==> config.mk <==
export PLATFORM = sky130hd
export DESIGN_NAME = count_timer
export DESIGN_NICKNAME = d
export VERILOG_FILES = /design/src/rtl/count_timer.sv
export SDC_FILE = /design/constraint.sdc
export NUM_CORES = 1
export LEC_CHECK = 0
export BUFFER_PORTS_ARGS = -buffer_cell sky130_fd_sc_hd__clkbuf_2
export CAP_MARGIN = 0
export CORE_ASPECT_RATIO = 0.6
export CORE_MARGIN = 3
export CORE_UTILIZATION = 50
export CTS_BUF_LIST = sky130_fd_sc_hd__clkbuf_8 sky130_fd_sc_hd__clkbuf_16
export CTS_CLUSTER_DIAMETER = 60
export CTS_CLUSTER_SIZE = 10
export DETAILED_ROUTE_END_ITERATION = 12
export MAX_ROUTING_LAYER = met4
export PLACE_DENSITY = 0.71
export SYNTH_ARGS = -nofsm -noshare
export SYNTH_HDL_FRONTEND = slang
export SYNTH_SLANG_ARGS = --single-unit
==> constraint.sdc <==
create_clock -name clk -period 3.6 [get_ports clk]
set_clock_uncertainty 0.15 [all_clocks]
set_input_delay 0.54 -clock clk [delete_from_list [all_inputs] [get_ports clk]]
set_output_delay 0.54 -clock clk [all_outputs]
set_load 0.02 [all_outputs]
==> src/rtl/count_timer.sv <==
module count_timer #(
  parameter int IDX_W = 3,
  parameter int CNT_W = 32,
  parameter int PRE_W = 8
) (
  input  logic             clk,
  input  logic             rst_n,
  input  logic [IDX_W-1:0] reg_idx,
  input  logic             bus_we,
  input  logic [CNT_W-1:0] bus_wdata,
  output logic [CNT_W-1:0] bus_rdata,
  output logic             irq
);
  localparam int HALF_W = CNT_W / 2;
  localparam logic [7:0] CTRL_RST = 8'h20;
  localparam logic [CNT_W-1:0] HALF_MAX = {{HALF_W{1'b0}}, {HALF_W{1'b1}}};

  logic [7:0]       ctrl_q;
  logic [CNT_W-1:0] cnt_q, limit_q, cnt_eff, wrap_val;
  logic [PRE_W-1:0] pre_q;
  logic             raw_q, tick, wr_load, wr_ctrl, wr_clr, wr_bg, re_arm, hit_zero;

  wire one_shot = ctrl_q[0];
  wire wide     = ctrl_q[1];
  wire run      = ctrl_q[7];

  assign wr_load = bus_we && reg_idx == IDX_W'(0);
  assign wr_ctrl = bus_we && reg_idx == IDX_W'(2);
  assign wr_clr  = bus_we && reg_idx == IDX_W'(3);
  assign wr_bg   = bus_we && reg_idx == IDX_W'(6);

  assign cnt_eff = wide ? cnt_q : {{HALF_W{1'b0}}, cnt_q[HALF_W-1:0]};

  always_comb begin
    case (ctrl_q[3:2])
      2'd1:    tick = run && (pre_q[3:0] == 4'hF);
      2'd2:    tick = run && (pre_q == '1);
      default: tick = run;
    endcase
  end

  always_comb begin
    if (one_shot)       wrap_val = '0;
    else if (ctrl_q[6]) wrap_val = limit_q;
    else if (wide)      wrap_val = '1;
    else                wrap_val = HALF_MAX;
  end

  assign re_arm   = wr_ctrl && bus_wdata[7] && cnt_eff == '0;
  assign hit_zero = tick && !wr_load && !re_arm && cnt_eff == CNT_W'(1);

  always_ff @(posedge clk) begin
    if (!rst_n || !run || wr_load) pre_q <= '0;
    else                           pre_q <= pre_q + PRE_W'(1);
  end

  always_ff @(posedge clk) begin
    if (!rst_n) begin
      ctrl_q  <= CTRL_RST;
      limit_q <= '0;
      cnt_q   <= '0;
      raw_q   <= 1'b0;
    end else begin
      if (wr_ctrl)         ctrl_q  <= bus_wdata[7:0];
      if (wr_load || wr_bg) limit_q <= bus_wdata;

      if (wr_load)     cnt_q <= bus_wdata;
      else if (re_arm) cnt_q <= limit_q;
      else if (tick)   cnt_q <= (cnt_eff != '0) ? cnt_eff - CNT_W'(1) : wrap_val;

      if (hit_zero)    raw_q <= 1'b1;
      else if (wr_clr) raw_q <= 1'b0;
    end
  end

  assign irq = raw_q && ctrl_q[5];

  always_comb begin
    case (reg_idx)
      IDX_W'(0), IDX_W'(6): bus_rdata = limit_q;
      IDX_W'(1):            bus_rdata = cnt_eff;
      IDX_W'(2):            bus_rdata = {{(CNT_W-8){1'b0}}, ctrl_q};
      IDX_W'(4):            bus_rdata = {{(CNT_W-1){1'b0}}, raw_q};
      IDX_W'(5):            bus_rdata = {{(CNT_W-1){1'b0}}, irq};
      default:              bus_rdata = '0;
    endcase
  end
endmodule

; Yosys cells after proc, flatten, opt, wreduce, memory -nomap -nowiden
; Cells that the tools add are included.
[totals]
reg_bits = 81
input_bits = 38
out_inout_bits = 33
wordCells = 55
[classes]
add_sub_neg = 2
n_eq_ne = 11
mux = 12
reduce_logical = 25
[ops]
columns = op, count
row1 = $mux 32, 8
row2 = $pmux 32 s5, 1
row3 = $eq 32x1->1 const B, 1
row4 = $logic_not 32->1, 1
row5 = $reduce_bool 32->1, 1
row6 = $sub 32x1->32 const B, 1
row7 = $logic_and 1x1->1, 12
row8 = $eq 3x3->1 const B, 3
row9 = $add 8x1->8 const B, 1
row10 = $eq 8x8->1 const B, 1
row11 = $eq 3x2->1 const B, 2
row12 = $eq 4x4->1 const B, 1
row13 = $logic_not 1->1, 4
row14 = $eq 3x1->1 const B, 1
row15 = $logic_not 3->1, 1
row16 = $logic_or 1x1->1, 3
row17 = $reduce_bool 3->1, 1
row18 = $eq 2x1->1 const B, 1
row19 = $eq 2x2->1 const B, 1
row20 = $mux 1, 2
row21 = $pmux 1 s2, 1
row22 = $reduce_bool 2->1, 1
row23 = $reduce_or 2->1, 1

; Depth between registers and ports, before layout
[depth]
ltp_word = 8
depth_mapped = 11
ltp_nobuf = 9

; Worst setup path after synthesis
; OpenSTA, ideal clock, no wires.
[synth_timing]
path_type = register -> register
start = reg cnt_q[16]
end = reg cnt_q[30]
setup_ps = 117
t_arrival_ps = 2630
required_ps = 3333
slack_ps = 702
path_stages_with_launch = 10
path_buffers = 3
synth_period_minus_slack_ps = 2898
path_cell_list = dfxtp_1 -> buf_6 -> or4_1 -> clkbuf_2 -> or4_1 -> buf_2 -> or4_4 -> o311ai_1 -> o21ai_1 -> a32o_1
[synth_via]
elab_chain_cells = 6
word_cells_on_any_way = 10
classes_between = add/sub (1) / mux (5) / reduce/logical (4)
[synth_lines]
columns = item, line_no
row1 = start: declaration, 19  ; logic [CNT_W-1:0] cnt_q, limit_q, cnt_eff, wrap_val;
row2 = start signal: assignment, 67  ; if (wr_load) cnt_q <= bus_wdata;
row3 = start signal: assignment, 68  ; else if (re_arm) cnt_q <= limit_q;
row4 = start signal: assignment, 69  ; else if (tick) cnt_q <= (cnt_eff != '0) ? cnt_eff - CNT_W'(1) : wrap_val;
row5 = $mux 32 (*), 32  ; assign cnt_eff = wide ? cnt_q : {{HALF_W{1'b0}}, cnt_q[HALF_W-1:0]};
row6 = $sub 32x1->32 / $reduce_bool 32->1 (equally long branches), 69
row7 = $mux 32 (2 in a row), 69
row8 = $mux 32, 68
row9 = $mux 32, 67
; Mark *: on every way between the ends. The rest lies on a longest branch, timed or not. The select of a mux whose other input is x is not followed.
; A chain may end at the register's enable or synchronous reset.

; Final worst setup path
[layout_timing]
start = reg cnt_q[16]
end = reg cnt_q[17]
; Same word-level chain as after synthesis.

==> impl_metrics.py <==
metrics = {
    "grt": {
        "antenna_found_initial": 0,
        "grt_busiest_layer": "met1",
        "grt_max_degree": 52,
        "met3_usage_pct": 9.64,
        "met2_usage_pct": 44.9,
        "use_met1_pct": 52.9,
        "first_global_vias": 5496,
        "grt_pass1_wl_um": 30800,
        "globalRouteOverflowTotal": 0,
        "grtUsageTotal_pct": 35.1,
    },
    "placement": {
        "dp.cells": 880,
        "gp_congestion": 1.09,
        "hpwl_um": 13800,
        "post_dp_cell_area_um2": 5660,
        "io_buffers": 70,
    },
    "critical_path": {
        "path_class": "register to register",
        "endpoint": "cnt_q[17]",
        "r2r-end": "cnt_q[17]",
        "r2r-start": "cnt_q[16]",
        "reg2reg_slack_ps": 350,
        "endpoint_kind": "register",
        "critPathArrivalTime_ps": 3300,
        "critical_path.startpoint": "cnt_q[16]",
        "rr_worst_depth": 7,
        "critical_path_peak_fanout": 10,
        "cp.required_ps": 3650,
        "cp-start-kind": "register",
    },
    "pwr": {
        "ir_worst_vdd_v": 0.000266,
        "leakage_nw": 2.30,
        "power_density_nw_per_um2": 461,
    },
    "layout": {
        "antennaDiodeCount": 0,
        "fin_area_um2": 6000,
        "final_util_pct": 62.5,
        "fin_cells": 896,
        "final_nets": 803,
        "synthToLayoutAreaGrowth_pct": 16.8,
        "drive_gt1_share_pct": 18.1,
    },
    "logic_synthesis": {
        "yosysWarnings": 0,
        "netlist_area_um2": 5140,
        "synth_nets": 753,
        "async_reset_ff_share_pct": 0,
        "ys_ff_latch": 81,
        "synth_ff_type": "dfxtp_1",
        "synth_cell_types": 65,
        "ys_seq_area_share_pct": 31.6,
        "syn_area_per_cell_um2": 7.23,
        "netlist_instances": 711,
        "synth_enable_flop_cells": 0,
    },
    "status": {
        "status": "complete, no violations",
    },
    "clock_network": {
        "clock_tree.buffer_depth": 2,
        "cts-root-buf": "clkbuf_16",
        "clk-insertion-delay-late_ps": 350,
        "cts_buffers": 9,
        "clock_sinks": 81,
        "cts_hold_buf": 0,
        "cts_setup_buffers": 0,
        "cts_tree": "done",
        "clk_pin_slew_ps": 70,
        "cts-resized-gates": 0,
        "cts.htree.levels": 3,
    },
    "sta": {
        "fin_setup_tns_ps": 0,
        "finalSetupViolCount": 0,
        "fmax_ghz": 0.307,
        "hold_violations": 0,
        "timing.final.crit_share_pct": 90.4,
        "final_max_slew_viol_count": 0,
        "worst_pin_slew_ps": 941,
        "max-slew-margin-rel_pct": 37.1,
        "rsz0062_at_grt": "no",
        "period_needed_ps": 3250,
    },
    "route": {
        "antenna_left": 0,
        "viasPerCell": 6.81,
        "vias": 6106,
        "drc": 0,
        "routedWlPerCell_um": 22.5,
        "wirelength_um": 20200,
        "dr.first_iter.drc_count": 902,
        "drt_pass1_iterations": 7,
    },
    "floorplan": {
        "die_area_um2": 11600,
        "die_x_um": 137,
        "rows": 27,
        "start_util_pct": 53.5,
        "core_um2": 9590,
        "io_pins": 71,
        "fp.dieH_um": 84.5,
    },
    "hold_path": {
        "min_path_type": "primary input to register",
        "min_from": "bus_wdata[8]",
    },
    "run": {
        "max_cap_viol_count": 0,
    },
}
## metal layers
metal  routed length [µm]  share of wire, %
met1                 9060                45
met2                 7890                39
met3                 2740                14
met4                  479               2.4
met5                    0                 0
## registers in the layout, indices dropped and copies added (netlist names)
register,count
ctrl_q,8
pre_q,8
cnt_q,32
limit_q,32
raw_q,1
## cells by family (layout without fill, tap and decap cells)
| family | after synthesis | after routing | synth area share [%] |
|---|---|---|---|
| adder cells (fa/ha/maj) | 4 | 4 | 0.974 |
| AO/OA/AOI/OAI | 282 | 282 | 34.6 |
| buffers and inverters | 69 | 124 | 5.53 |
| flip-flops | 81 | 81 | 31.6 |
| XOR/XNOR | 15 | 15 | 2.56 |
| AND/OR/NAND/NOR | 259 | 259 | 24.5 |
| multiplexers | 1 | 1 | 0.195 |
## stage by stage
stage	total power, mW	hold WS [ps]	setup WS (ps)
finish	2.77	273	347
global route	2.86	283	214
CTS	2.73	275	385
detailed placement	1.69	290	391
global placement	1.68	278	450
floorplan	1.44	263	702
## cells in the mapped netlist, types with 7 or more instances
master / number / area share, %
o21ai_0: 54 / 5.3
a21oi_1: 109 / 11
nand3_1: 20 / 1.9
or4_1: 7 / 1.0
nor2_1: 35 / 2.6
nor2b_1: 7 / 0.85
dfxtp_1: 81 / 32
o32ai_1: 7 / 1.2
and3_1: 16 / 1.9
nor3_1: 9 / 0.88
xnor2_1: 8 / 1.4
a211oi_1: 9 / 1.3
nand2_1: 123 / 9.0
clkbuf_1: 56 / 4.1
xor2_1: 7 / 1.2
o21ai_1: 18 / 1.8
a22oi_1: 10 / 1.5
a22o_1: 25 / 4.3
## where the power goes
group / leakage, nW / switching [mW] / total [mW] / internal [mW]
registers: 0.657 / 0.0517 / 0.981 / 0.929
logic: 1.48 / 0.475 / 0.729 / 0.254
clock network: 0.163 / 0.406 / 1.06 / 0.651
## final cells by class
type | instances | area [µm²]
inverters | 4 | 15.0
repair buffers | 104 | 618
well taps | 130 | 163
flip-flops and latches | 81 | 1620
fillers | 876 | 3590
multi-input cells | 561 | 3240
clock inverters | 5 | 85.1
clock buffers | 11 | 253
## how the worst min path moves through the flow
stage                     slack [ps]  cells past startpoint           to
after floorplan                  260                      1     pre_q[0]
after global placement           280                      1     pre_q[0]
after detailed placement         290                      1     pre_q[0]
after CTS                        270                      3   limit_q[8]
after global routing             280                      3  limit_q[17]
final                            270                      3   limit_q[8]
## cell usage in the layout, fill, tap and decap left out, types with 5 or more instances in the layout
cell,Yosys,layout
dfxtp_1,81,81
o21ai_1,18,18
nor2b_1,7,6
nor4_1,6,6
nor3_1,9,9
a22o_1,25,25
a22oi_1,10,10
buf_4,1,33
o31ai_1,5,5
nor2_1,35,35
or3_1,6,6
a31oi_1,5,5
nand2b_1,5,5
xor2_1,7,7
a21oi_1,109,109
o21ai_0,54,54
nand4_1,5,5
nand3_1,20,20
and3_1,16,16
a211oi_1,9,9
or4_1,7,7
clkbuf_16,0,9
clkbuf_2,1,70
xnor2_1,8,8
o32ai_1,7,7
o211ai_1,6,6
nand2_1,123,123
## critical path: stages (launching register included)
cell,delay [ps]
dfxtp_1,380
or4_1,650
or3_4,410
o41a_1,640
nor3_2,510
o21ai_0,170
nand2_1,110
o32ai_1,90
Note: power is estimated with default switching activity, not from simulation.
